File: config.mk
export PLATFORM = sky130hd
export DESIGN_NAME = uart_wb
export DESIGN_NICKNAME = d
export VERILOG_FILES = /design/src/rtl/uart_pkg.sv /design/src/rtl/uart_tx_shift.sv /design/src/rtl/uart_rx_sample.sv /design/src/rtl/uart_bus_regs.sv /design/src/rtl/uart_wb.sv
export SDC_FILE = /design/constraint.sdc
export NUM_CORES = 1
export LEC_CHECK = 0
export ABC_AREA = 1
export BUFFER_PORTS_ARGS = -buffer_cell sky130_fd_sc_hd__buf_2
export CAP_MARGIN = 5
export CORE_MARGIN = 1
export CORE_UTILIZATION = 55
export CTS_CLUSTER_DIAMETER = 120
export DETAILED_ROUTE_END_ITERATION = 10
export PLACE_DENSITY = 0.82
export SYNTH_ARGS = -nofsm -noshare
export SYNTH_HDL_FRONTEND = slang
export SYNTH_SLANG_ARGS = --single-unit
File: constraint.sdc
create_clock -name clk -period 2.7 [get_ports clk]
set_input_delay 0.54 -clock clk [delete_from_list [all_inputs] [get_ports clk]]
set_output_delay 0.54 -clock clk [all_outputs]
set_load 0.05 [all_outputs]
File: src/rtl/uart_pkg.sv
package uart_pkg;

    localparam int BYTE_W      = 8;
    localparam int BUS_W       = 32;
    localparam int LANE_LO     = BUS_W - BYTE_W;   // data byte sits in top lane
    localparam int TXE_POS     = 29;
    localparam int RXF_POS     = 28;

    typedef enum logic [1:0] {
        TX_IDLE  = 2'd0,
        TX_START = 2'd1,
        TX_DATA  = 2'd2,
        TX_STOP  = 2'd3
    } tx_state_e;

    typedef enum logic [1:0] {
        RX_IDLE  = 2'd0,
        RX_START = 2'd1,
        RX_DATA  = 2'd2,
        RX_STOP  = 2'd3
    } rx_state_e;

    typedef struct packed {
        logic [BUS_W-1:0] adr;
        logic [BUS_W-1:0] dat;
        logic             we;
        logic [3:0]       sel;
        logic             stb;
        logic             cyc;
    } bus_req_t;

    function automatic logic [BUS_W-1:0] pack_status(input logic txe, input logic rxf);
        logic [BUS_W-1:0] w;
        w          = '0;
        w[TXE_POS] = txe;
        w[RXF_POS] = rxf;
        return w;
    endfunction

    function automatic logic [BUS_W-1:0] pack_byte(input logic [BYTE_W-1:0] b);
        return {b, {LANE_LO{1'b0}}};
    endfunction

endpackage

File: src/rtl/uart_tx_shift.sv
module uart_tx_shift
    import uart_pkg::*;
#(
    parameter int CLKS_PER_BIT = 347
) (
    input  logic              clk,
    input  logic              rst,
    input  logic              load,
    input  logic [BYTE_W-1:0] load_byte,
    output logic              line_o,
    output logic              frame_done
);
    localparam int CW = (CLKS_PER_BIT > 2) ? $clog2(CLKS_PER_BIT) : 1;
    localparam logic [CW-1:0] LAST = CW'(CLKS_PER_BIT - 1);

    tx_state_e         state;
    logic [CW-1:0]     tick;
    logic [2:0]        bit_idx;
    logic [BYTE_W-1:0] shreg;
    logic              line_q;
    logic              bit_end;

    assign bit_end    = (tick == LAST);
    assign frame_done = (state == TX_STOP) && bit_end;
    assign line_o     = line_q;

    always_ff @(posedge clk) begin
        if (rst) begin
            state   <= TX_IDLE;
            tick    <= '0;
            bit_idx <= '0;
            shreg   <= '0;
            line_q  <= 1'b1;
        end else begin
            unique case (state)
                TX_IDLE: begin
                    if (load) begin
                        state   <= TX_START;
                        shreg   <= load_byte;
                        tick    <= '0;
                        bit_idx <= '0;
                        line_q  <= 1'b0;
                    end
                end
                TX_START: begin
                    tick <= bit_end ? '0 : tick + 1'b1;
                    if (bit_end) begin
                        state  <= TX_DATA;
                        line_q <= shreg[0];
                    end
                end
                TX_DATA: begin
                    tick <= bit_end ? '0 : tick + 1'b1;
                    if (bit_end) begin
                        if (bit_idx == 3'd7) begin
                            state  <= TX_STOP;
                            line_q <= 1'b1;
                        end else begin
                            bit_idx <= bit_idx + 1'b1;
                            shreg   <= {1'b0, shreg[BYTE_W-1:1]};
                            line_q  <= shreg[1];
                        end
                    end
                end
                TX_STOP: begin
                    tick <= bit_end ? '0 : tick + 1'b1;
                    if (bit_end) state <= TX_IDLE;
                end
                default: state <= TX_IDLE;
            endcase
        end
    end


    load_only_idle_chk: assert property (@(posedge clk) disable iff (rst)
        load |-> (state == TX_IDLE));


    stop_high_chk: assert property (@(posedge clk) disable iff (rst)
        (state == TX_STOP) |-> line_q);


    idle_high_chk: assert property (@(posedge clk) disable iff (rst)
        (state == TX_IDLE) |-> line_q);

endmodule

File: src/rtl/uart_rx_sample.sv
module uart_rx_sample
    import uart_pkg::*;
#(
    parameter int CLKS_PER_BIT = 347
) (
    input  logic              clk,
    input  logic              rst,
    input  logic              line_i,
    output logic [BYTE_W-1:0] rx_byte,
    output logic              byte_done
);
    localparam int CW = (CLKS_PER_BIT > 2) ? $clog2(CLKS_PER_BIT) : 1;
    localparam logic [CW-1:0] LAST = CW'(CLKS_PER_BIT - 1);
    localparam logic [CW-1:0] HALF = CW'(CLKS_PER_BIT / 2 - 1);

    rx_state_e         state;
    logic [2:0]        sync;
    logic [CW-1:0]     tick;
    logic [2:0]        bit_idx;
    logic [BYTE_W-1:0] shreg;
    logic [BYTE_W-1:0] hold;
    logic              done_q;
    logic              line_s;
    logic              fall;

    assign line_s    = sync[1];
    assign fall      = sync[2] & ~sync[1];
    assign rx_byte   = hold;
    assign byte_done = done_q;

    always_ff @(posedge clk) begin
        if (rst) sync <= 3'b111;
        else     sync <= {sync[1:0], line_i};
    end

    always_ff @(posedge clk) begin
        if (rst) begin
            state   <= RX_IDLE;
            tick    <= '0;
            bit_idx <= '0;
            shreg   <= '0;
            hold    <= '0;
            done_q  <= 1'b0;
        end else begin
            done_q <= 1'b0;
            unique case (state)
                RX_IDLE: begin
                    tick <= '0;
                    if (fall) state <= RX_START;
                end
                RX_START: begin
                    if (tick == HALF) begin
                        tick    <= '0;
                        bit_idx <= '0;
                        state   <= line_s ? RX_IDLE : RX_DATA;
                    end else begin
                        tick <= tick + 1'b1;
                    end
                end
                RX_DATA: begin
                    if (tick == LAST) begin
                        tick  <= '0;
                        shreg <= {line_s, shreg[BYTE_W-1:1]};
                        if (bit_idx == 3'd7) state <= RX_STOP;
                        else                 bit_idx <= bit_idx + 1'b1;
                    end else begin
                        tick <= tick + 1'b1;
                    end
                end
                RX_STOP: begin
                    if (tick == LAST) begin
                        tick  <= '0;
                        state <= RX_IDLE;
                        if (line_s) begin
                            hold   <= shreg;
                            done_q <= 1'b1;
                        end
                    end else begin
                        tick <= tick + 1'b1;
                    end
                end
                default: state <= RX_IDLE;
            endcase
        end
    end


    hold_stable_chk: assert property (@(posedge clk) disable iff (rst)
        !done_q |-> $stable(hold) || $past(state) == RX_STOP);


    done_after_stop_chk: assert property (@(posedge clk) disable iff (rst)
        done_q |-> $past(state) == RX_STOP);

endmodule

File: src/rtl/uart_bus_regs.sv
module uart_bus_regs
    import uart_pkg::*;
#(
    parameter logic [BUS_W-1:0] BASE_ADDR = 32'h9000_0000
) (
    input  logic              clk,
    input  logic              rst,
    input  bus_req_t          req,
    input  logic              tx_done,
    input  logic              rx_done,
    input  logic [BYTE_W-1:0] rx_byte,
    output logic              tx_load,
    output logic [BYTE_W-1:0] tx_byte,
    output logic [BUS_W-1:0]  dat_o,
    output logic              ack_o
);
    logic             ack_q;
    logic [BUS_W-1:0] dat_q;
    logic             tx_empty_q;
    logic             rx_full_q;
    logic             hit;
    logic             go;
    logic             at_data;
    logic             rx_clear;
    logic             unused_bits;

    assign hit      = (req.adr[BUS_W-1:3] == BASE_ADDR[BUS_W-1:3]);
    assign at_data  = ~req.adr[2];
    assign go       = req.cyc & req.stb & hit & ~ack_q;
    assign tx_load  = go & req.we & at_data & req.sel[3] & tx_empty_q;
    assign tx_byte  = req.dat[BUS_W-1:LANE_LO];
    assign rx_clear = go & ~req.we & at_data;
    assign ack_o    = ack_q;
    assign dat_o    = dat_q;

    assign unused_bits = ^{req.adr[1:0], req.dat[LANE_LO-1:0], req.sel[2:0]};

    always_ff @(posedge clk) begin
        if (rst) begin
            ack_q      <= 1'b0;
            dat_q      <= '0;
            tx_empty_q <= 1'b1;
            rx_full_q  <= 1'b0;
        end else begin
            ack_q <= go;
            if (go && !req.we)
                dat_q <= at_data ? pack_byte(rx_byte) : pack_status(tx_empty_q, rx_full_q);
            else
                dat_q <= '0;

            if (tx_load)      tx_empty_q <= 1'b0;
            else if (tx_done) tx_empty_q <= 1'b1;

            if (rx_done)       rx_full_q <= 1'b1;
            else if (rx_clear) rx_full_q <= 1'b0;
        end
    end


    ack_follows_req_chk: assert property (@(posedge clk) disable iff (rst)
        ack_q |-> $past(req.cyc && req.stb));


    load_clears_empty_chk: assert property (@(posedge clk) disable iff (rst)
        tx_load |=> !tx_empty_q);


    full_clear_cause_chk: assert property (@(posedge clk) disable iff (rst)
        $fell(rx_full_q) |-> $past(rx_clear));


    full_set_cause_chk: assert property (@(posedge clk) disable iff (rst)
        $rose(rx_full_q) |-> $past(rx_done));

endmodule

File: src/rtl/uart_wb.sv
module uart_wb
    import uart_pkg::*;
#(
    parameter int               CLKS_PER_BIT = 347,
    parameter logic [31:0]      BASE_ADDR    = 32'h9000_0000
) (
    input  logic        clk,
    input  logic        rst,
    input  logic [31:0] wb_adr_i,
    input  logic [31:0] wb_dat_i,
    output logic [31:0] wb_dat_o,
    input  logic        wb_we_i,
    input  logic [3:0]  wb_sel_i,
    input  logic        wb_stb_i,
    input  logic        wb_cyc_i,
    output logic        wb_ack_o,
    output logic        ser_tx_o,
    input  logic        ser_rx_i
);
    bus_req_t          req;
    logic              tx_load;
    logic [BYTE_W-1:0] tx_byte;
    logic              tx_done;
    logic [BYTE_W-1:0] rx_byte;
    logic              rx_done;

    assign req = '{adr: wb_adr_i, dat: wb_dat_i, we: wb_we_i,
                   sel: wb_sel_i, stb: wb_stb_i, cyc: wb_cyc_i};

    uart_bus_regs #(.BASE_ADDR(BASE_ADDR)) u_regs (
        .clk     (clk),
        .rst     (rst),
        .req     (req),
        .tx_done (tx_done),
        .rx_done (rx_done),
        .rx_byte (rx_byte),
        .tx_load (tx_load),
        .tx_byte (tx_byte),
        .dat_o   (wb_dat_o),
        .ack_o   (wb_ack_o)
    );

    uart_tx_shift #(.CLKS_PER_BIT(CLKS_PER_BIT)) u_tx (
        .clk        (clk),
        .rst        (rst),
        .load       (tx_load),
        .load_byte  (tx_byte),
        .line_o     (ser_tx_o),
        .frame_done (tx_done)
    );

    uart_rx_sample #(.CLKS_PER_BIT(CLKS_PER_BIT)) u_rx (
        .clk       (clk),
        .rst       (rst),
        .line_i    (ser_rx_i),
        .rx_byte   (rx_byte),
        .byte_done (rx_done)
    );

endmodule

Word level (Yosys, flattened, before mapping)
Index checks and enable logic that the tools add are counted.
{ "totals": {"reg_bits": 92, "input_bits": 74, "output_inout_bits": 34, "word_cells": 126} }
{ "classes": {"addsub": 4, "n_eq_ne": 24, "mux": 42, "n_bitwise": 17, "n_reduce_logical": 22} }
{ "ops": {"columns": ["cell", "count"], "rows": [
  ["two-way mux 9 bit", 4],
  ["two-way mux 30 bit", 1],
  ["== test 29 bit, second input constant", 1],
  ["one-hot mux 9 bit (3 select lines)", 1],
  ["two-way mux 8 bit", 3],
  ["two-way mux 2 bit", 11],
  ["adder 9 x 1 -> 9 bit, second input constant", 2],
  ["== test 9 bit, second input constant", 2],
  ["two-way mux 3 bit", 6],
  ["inequality test 2 x 1 -> 1 bit, second input constant", 9],
  ["one-hot mux 9 bit (2 select lines)", 1],
  ["one-hot mux 2 bit (4 select lines)", 2],
  ["one-hot mux 8 bit (2 select lines)", 1],
  ["one-hot mux 3 bit (2 select lines)", 2],
  ["AND reduction 4 bit", 3],
  ["bitwise AND 1 bit", 10],
  ["AND reduction 5 bit", 2],
  ["== test 9 x 8 -> 1 bit, second input constant", 1],
  ["two-way mux 1 bit", 9],
  ["OR reduction 3 bit", 3],
  ["== test 2 bit, second input constant", 4],
  ["nonzero test 2 bit", 4],
  ["NOT 1 bit", 7],
  ["adder 3 x 1 -> 3 bit, second input constant", 2],
  ["11 further kinds", 18]
]} }

Logic depth before layout (Yosys ltp)
Gate-level depths: netlist of the first run.
{ "depth": {"ltp_word": 9, "mapped_depth": 12, "ltp_nobuf": 11} }

Modules after synthesis
From an unflattened synthesis of the first run, not the netlist that was laid out.
{ "unflattened": {"hier_cells": 564, "area_unflattened_um2": 3871.2} }
{ "modules_own_cells": {"columns": ["mod", "instances", "cells_each", "area_per_inst_um2", "seq_area_each_um2"], "rows": [
  ["uart_rx_sample", 1, 205, 1541.5, 680.7],
  ["uart_tx_shift", 1, 217, 1447.6, 460.4],
  ["uart_bus_regs", 1, 142, 882.1, 220.2]
]} }

Worst setup path before layout of the first run
OpenSTA, ideal clock, no wires.
{ "synth_path": {"path_type": "register -> register", "from": "reg u_tx.state[0]", "to": "reg u_tx.shreg[1]", "setup_ps": 113, "arrival_time_ps": 1540, "t_required_ps": 2587, "setup_slack_ps": 1048, "stages_incl_launch_ff": 11, "path_buffers": 2, "synth_period_minus_slack_ps": 1652, "cell_sequence": "dfxtp_1 -> inv_1 -> ha_1 -> buf_2 -> nand2_1 -> o21ai_0 -> a21oi_4 -> nand2_4 -> buf_6 -> nor2_1 -> nor2_1"} }
{ "synth_between": {"elab_chain_cells": 3, "elab_cells_between_ends": 8, "classes_between": "eq/ne: 4; mux: 1; reduce/logical: 3"} }
{ "synth_rtl": {"columns": ["element", "line", "rtl"], "rows": [
  ["start: declaration", "uart_tx_shift.sv:16", "tx_state_e state;"],
  ["start signal: assignment", "uart_tx_shift.sv:29", "state <= TX_IDLE;"],
  ["start signal: assignment", "uart_tx_shift.sv:38", "state <= TX_START;"],
  ["start signal: assignment", "uart_tx_shift.sv:48", "state <= TX_DATA;"],
  ["== test 2 bit or logical NOT 2 bit (tied branches)", "uart_tx_shift.sv:35", "unique case (state)"],
  ["inequality test 2 bit (no source line) (tied with other cells)", null, null],
  ["AND reduction 4 bit (no source line)", null, null],
  ["end signal: assignment", "uart_tx_shift.sv:39", "shreg <= load_byte;"],
  ["end signal: assignment", "uart_tx_shift.sv:60", "shreg <= {1'b0, shreg[BYTE_W-1:1]};"],
  ["end: declaration", "uart_tx_shift.sv:19", "logic [BYTE_W-1:0] shreg;"]
]} }
Several ways; a longest one is shown, not always the timed one.
A chain may end at the register's enable or synchronous reset.

Final worst setup path of the first run
{ "layout_path": {"from": "reg u_tx.state[0]", "to": "reg u_tx.state[1]"} }
{ "layout_between": {"elab_chain_cells": 3, "elab_cells_between_ends": 11, "classes_between": "eq/ne: 8; mux: 1; reduce/logical: 2"} }
{ "layout_rtl": {"columns": ["element", "line"], "rows": [
  ["== test 2 bit (tied with other cells)", "uart_tx_shift.sv:35"],
  ["inequality test 2 x 1 -> 1 bit (no source line) or inequality test 2 bit (tied branches)", null],
  ["AND reduction 5 bit (no source line)", null]
]} }
Several ways; a longest one is shown, not always the timed one.

==> flow_metrics.env, run 1 <==
export IMPL_cpMaxStageDelayCell="clkinv_1"
export IMPL_dpl_hpwl_mm=4.66
export IMPL_drt_vias_per_instance=4.85
export IMPL_crit_buf_inv=2
export IMPL_die_h_um=81.9
export IMPL_num_rows=28
export IMPL_cap_violations=0
export IMPL_synth_edf_count=0
export IMPL_area_growth_pct=11.8
export IMPL_worstPathRequired_ps=2940
export IMPL_async_flop_share_pct=0
export IMPL_tns_ps=0
export IMPL_clock_fmax_mhz=484
export IMPL_drc=0
export IMPL_clkTransAtPathRegs_ps=70
export IMPL_grt_pass1_wl_mm=11.2
export IMPL_ant_nets=0
export IMPL_htree_levels=3
export IMPL_skew_ps=11.2
export IMPL_power_mw=2.24
export IMPL_drt_iter0_drc=109
export IMPL_layout_min_cycle_time_ps=2060
export IMPL_cts_buffer_depth=2
export IMPL_fp_dieArea_um2=6710
export IMPL_grt_pass1_vias=2793
export IMPL_synth_distinct_cells=36
export IMPL_holdBufCountCts=0
export IMPL_clockRootBuffer="clkbuf_8"
export IMPL_place_area_um2=3720
export IMPL_min_path_type="in2reg"
export IMPL_ys_flop_type="dfxtp_1"
export IMPL_cts_resized=0
export IMPL_period_share_pct=76.5
export IMPL_power_density_nw_per_um2=570
export IMPL_relSlewSlack_pct=53.9
export IMPL_cts_setup_buffers=0
export IMPL_leakage_nw=1.89
export IMPL_crit_fanout=17
export IMPL_synthesis_area_um2=3510
export IMPL_setup_viol=0
export IMPL_reg2reg_from="u_tx.state[0]$_SDFFE_PP0P_"
export IMPL_reg2regPathDepth=8
export IMPL_critPathMaxStageDelay_ps=450
export IMPL_drtPass1Iterations=4
export IMPL_final_cell_mix="nand2_1, inv_1, dfxtp_1, nor2_1, buf_2"
export IMPL_wl_mm=6.60
export IMPL_synth_top_cell_area_share_pct=38.7
export IMPL_min_to="u_rx.sync[0]$_SDFF_PP1_"
export IMPL_floorplan_initialDensity_pct=58.3
export IMPL_crit_family="buffers and inverters"
export IMPL_cts_sinks=68
export IMPL_final_hold_viol_count=0
export IMPL_drv_slew=0
export IMPL_insertedDiodeCount=0
export IMPL_worstMarginPinSlew_ps=691
export IMPL_grt_max_degree=25
export IMPL_cts_tree="built"
export IMPL_drive_above_1_share_pct=15.3
export IMPL_grt_usage_pct=21.8
export IMPL_fin_area_um2=3930
export IMPL_crit_chain="inv_1 -> ha_1 -> clkinv_1 -> nand3_1 -> nand2_1 -> o21a_1 -> a21oi_1 -> nor2_1"
export IMPL_dieWidth_um=81.9
export IMPL_ys_warn_count=0
export IMPL_num_vias=3090
export IMPL_cts_buffers=9
export IMPL_antenna_found_initial=0
export IMPL_portBuffers=54
export IMPL_avgSynthCellArea_um2=6.99
export IMPL_worstSkewPairLatency_ps=360
export IMPL_peakVddDrop_mv=0.383
export IMPL_utilization_pct=65.2
export IMPL_netlist_instances=503
export IMPL_worstPathArrival_ps=2310
export IMPL_rsz0062_at_grt="false"
export IMPL_core_um2=6030
export IMPL_yosys_area_top_type="dfxtp_1"
export IMPL_synth_area_top_cells="dfxtp_1, nand2_1, inv_1, nor2_1, a21oi_1"
export IMPL_start_kind="flip-flop"
export IMPL_gr_total_overflow=0
export IMPL_finalHoldWorstSlack_ps=369
export IMPL_worstHoldPathCells=2
export IMPL_rrSetupSlack_ps=640
export IMPL_status="complete, no violations"
export IMPL_yosysSeqAreaShare_pct=38.7
export IMPL_r2r_end="u_tx.state[1]$_SDFFE_PP0P_"
export IMPL_wl_per_cell_um=10.4
export IMPL_gp_congestion=0.797
export IMPL_fin_nets=645
export IMPL_worst_setup_path_type="reg2reg"
export IMPL_min_from="ser_rx_i"
export IMPL_cp_end_kind="flip-flop"
export IMPL_n_fill_cell=534
export IMPL_mostFrequentLayoutCell="nand2_1"
export IMPL_synth_seq_cells=68
export IMPL_ios=108
final cells by class:
type                       instances  area [um2]  area share [%]
clock inverter                     7        81.3            2.07
multi-input combinational        341        1680            42.8
sequential                        68        1360            34.6
tap                               75        93.8            2.39
clock buffer                       9         124            3.15
inverter                          81         304            7.74
timing repair buffer              56         285            7.26
worst register-to-register path, stage by stage, from the launching register on:
cell and delay (ps):
dfxtp_1 330, inv_1 130, ha_1 400, clkinv_1 450
nand3_1 210, nand2_1 90, o21a_1 140, a21oi_1 160
nor2_1 60
cell usage after synthesis, types with 2 or more instances:
master and count:
nand2_1 105, inv_1 79, dfxtp_1 68, nor2_1 62, a21oi_1 39, nand3_1 28, o21ai_0 26, buf_4 25
ha_1 14, nand4_1 7, nor3_1 6, xor2_1 5, clkbuf_1 4, nand2_2 4, buf_2 3, buf_6 3
nor3_2 3, nor3b_1 2, nor4_1 2, or2_2 2
logic make-up after synthesis:
logic type | Yosys count | share of synthesized area, %
xor+xnor | 5 | 1.25
fa+ha+maj | 14 | 4.98
compound gates | 72 | 10.9
other cells | 1 | 0.107
simple gates | 226 | 28.1
buf+inv | 117 | 15.9
flops | 68 | 38.7
metal layers:
metal	wire, um	global-route usage [%]	up-vias	part of all wire [%]
met5	0	0	-	0
met4	112	13.2	0	1.7
met1	2870	22.8	1344	43
li1	-	-	1636	-
met3	392	4.00	11	5.9
met2	3220	40.2	99	49
state kept, by name (all words and copies together) (netlist names), 2 cells and up, named ones only:
| name | cells |
|---|---|
| u_rx.rx_byte | 8 |
| u_rx.shreg | 8 |
| u_tx.state | 2 |
| u_regs.dat_o | 8 |
| u_tx.tick | 9 |
| u_rx.tick | 9 |
| u_tx.bit_idx | 3 |
| u_rx.sync | 3 |
| u_tx.shreg | 8 |
| u_rx.bit_idx | 3 |
metrics by stage:
step	setup slack (ps)	std cells
after floorplan	1050	526
after global placement	626	621
after detailed placement	585	621
after CTS	592	637
after global routing	333	637
final	635	637
worst max-delay path by stage:
stage / from / end / slack (ps) / depth (start not counted)
after floorplan: u_tx.state[0]$_SDFFE_PP0P_ / u_tx.shreg[1]$_SDFFE_PP0P_ / 1050 / 10
after global placement: wb_adr_i[27] / u_tx.state[1]$_SDFFE_PP0P_ / 630 / 12
after detailed placement: wb_adr_i[27] / u_tx.tick[2]$_SDFFE_PP0P_ / 580 / 11
after CTS: u_tx.state[0]$_SDFFE_PP0P_ / u_tx.state[1]$_SDFFE_PP0P_ / 590 / 8
after global routing: u_tx.state[0]$_SDFFE_PP0P_ / u_tx.state[1]$_SDFFE_PP0P_ / 330 / 8
final: u_tx.state[0]$_SDFFE_PP0P_ / u_tx.state[1]$_SDFFE_PP0P_ / 640 / 8
power by group:
part,total [mW],switching [mW],internal [mW]
Clock,0.867,0.428,0.439
Sequential,1.04,0.0151,1.02
Combinational,0.332,0.236,0.0955
Power figures use the tool's default switching activity.
==> inputs of run 2 (changes only) <==
Settings changed: CORE_UTILIZATION 55 to 51, PLACE_DENSITY 0.82 to 0.76.
Clock period 2.7 ns to 2.1 ns, I/O delays scaled along.
==> flow_metrics.env, run 2 (synthesized netlist as in run 1, its figures left out) <==
export IMPL_min_from="ser_rx_i"
export IMPL_drt_vias_per_instance=4.83
export IMPL_htree_levels=3
export IMPL_power_density_nw_per_um2=736
export IMPL_wl_per_cell_um=10.4
export IMPL_grt_usage_pct=20.3
export IMPL_min_path_type="in2reg"
export IMPL_cts_resized=0
export IMPL_grt_pass1_wl_mm=11.7
export IMPL_cts_setup_buffers=0
export IMPL_drv_slew=0
export IMPL_antenna_found_initial=0
export IMPL_area_growth_pct=13.6
export IMPL_reg2regPathDepth=8
export IMPL_gr_total_overflow=0
export IMPL_worstSkewPairLatency_ps=340
export IMPL_status="complete, no violations"
export IMPL_skew_ps=7.03
export IMPL_clockRootBuffer="clkbuf_8"
export IMPL_fp_dieArea_um2=7230
export IMPL_floorplan_initialDensity_pct=54.1
export IMPL_grt_max_degree=23
export IMPL_clock_fmax_mhz=543
export IMPL_crit_fanout=9
export IMPL_reg_top3="u_rx.tick x9, u_tx.tick x9"
export IMPL_r2r_end="u_tx.state[1]$_SDFFE_PP0P_"
export IMPL_holdBufCountCts=0
export IMPL_cts_buffer_depth=2
export IMPL_cts_sinks=68
export IMPL_worstPathRequired_ps=2340
export IMPL_drc=0
export IMPL_peakVddDrop_mv=0.442
export IMPL_clkTransAtPathRegs_ps=70
export IMPL_fin_nets=652
export IMPL_dpl_hpwl_mm=4.89
export IMPL_rsz0062_at_grt="false"
export IMPL_layout_min_cycle_time_ps=1840
export IMPL_final_hold_viol_count=0
export IMPL_worst_setup_path_type="reg2reg"
export IMPL_cp_end_kind="flip-flop"
export IMPL_leakage_nw=1.92
export IMPL_dieWidth_um=85.0
export IMPL_portBuffers=54
export IMPL_ios=108
export IMPL_drive_above_1_share_pct=16.2
export IMPL_cts_tree="built"
export IMPL_worstPathArrival_ps=2080
export IMPL_insertedDiodeCount=0
export IMPL_die_h_um=85.0
export IMPL_min_to="u_rx.sync[0]$_SDFF_PP1_"
export IMPL_rrSetupSlack_ps=260
export IMPL_wl_mm=6.73
export IMPL_mostFrequentLayoutCell="nand2_1"
export IMPL_cap_violations=0
export IMPL_num_rows=29
export IMPL_gp_congestion=0.851
export IMPL_core_um2=6490
export IMPL_final_cell_mix="nand2_1, inv_1, dfxtp_1, nor2_1, buf_2"
export IMPL_period_share_pct=87.7
export IMPL_cts_buffers=9
export IMPL_power_mw=2.94
export IMPL_ant_nets=0
export IMPL_drtPass1Iterations=5
export IMPL_start_kind="flip-flop"
export IMPL_drt_iter0_drc=111
export IMPL_worstHoldPathCells=2
export IMPL_grt_pass1_vias=2821
export IMPL_tns_ps=0
export IMPL_num_vias=3117
export IMPL_setup_viol=0
export IMPL_reg2reg_from="u_tx.state[0]$_SDFFE_PP0P_"
[run 2: cell types whose count changed in the layout (fill, tap and decap cells not counted)]
cell	previous run	this run
clkinv_2	0	1
buf_4	2	9
bufinv_16	1	2
inv_6	3	0
[run 2: how the worst max path moves through the flow]
stage | depth (start not counted) | slack [ps] | start | end
floorplan | 10 | 450 | u_tx.state[0]$_SDFFE_PP0P_ | u_tx.shreg[1]$_SDFFE_PP0P_
global placement | 8 | 280 | u_tx.state[0]$_SDFFE_PP0P_ | u_tx.state[1]$_SDFFE_PP0P_
detailed placement | 8 | 270 | u_tx.state[0]$_SDFFE_PP0P_ | u_tx.state[1]$_SDFFE_PP0P_
CTS | 8 | 270 | u_tx.state[0]$_SDFFE_PP0P_ | u_tx.state[1]$_SDFFE_PP0P_
global route | 9 | 10 | u_rx.tick[0]$_SDFF_PP0_ | u_rx.shreg[1]$_SDFFE_PP0P_
finish | 8 | 260 | u_tx.state[0]$_SDFFE_PP0P_ | u_tx.state[1]$_SDFFE_PP0P_
[run 2: worst max-delay path: stages (launching register included)]
cell	delay (ps)
dfxtp_1	330
inv_1	120
ha_1	400
clkinv_1	330
nand3_1	160
nand2_1	80
o21a_1	130
a21oi_1	140
nor2_1	60
[run 2: layout make-up]
class / count / area, um2
repair buffers: 63 / 338
clock buffers: 9 / 124
flip-flops and latches: 68 / 1360
multi-input cells: 341 / 1680
clock inverters: 6 / 90.1
fillers: 604 / 2500
inverters: 81 / 304
well taps: 77 / 96.3
[run 2: per-layer routing]
layer	track usage [%]	routed length [um]	vias to the layer above
li1	-	-	1644
met1	23.2	2960	1365
met2	35.8	3320	98
met3	5.06	372	10
met4	9.40	79	0
met5	0	0	-
[run 2: per-stage QoR]
step / util, % / hold WS [ps] / instances / setup WS (ps) / cell area (um2)
floorplan: - / 389 / 526 / 448 / 3600
global placement: 58.2 / 403 / 630 / 282 / 3780
detailed placement: 58.2 / 407 / 630 / 274 / 3780
CTS: 61.5 / 245 / 645 / 269 / 3990
global route: 61.5 / 253 / 645 / 13.3 / 3990
finish: 61.5 / 262 / 645 / 258 / 3990
[run 2: where the power goes]
| group | switching, mW | internal, mW |
|---|---|---|
| clock | 0.493 | 0.663 |
| combinational | 0.307 | 0.138 |
| sequential | 0.0212 | 1.32 |
| total | 0.821 | 2.12 |
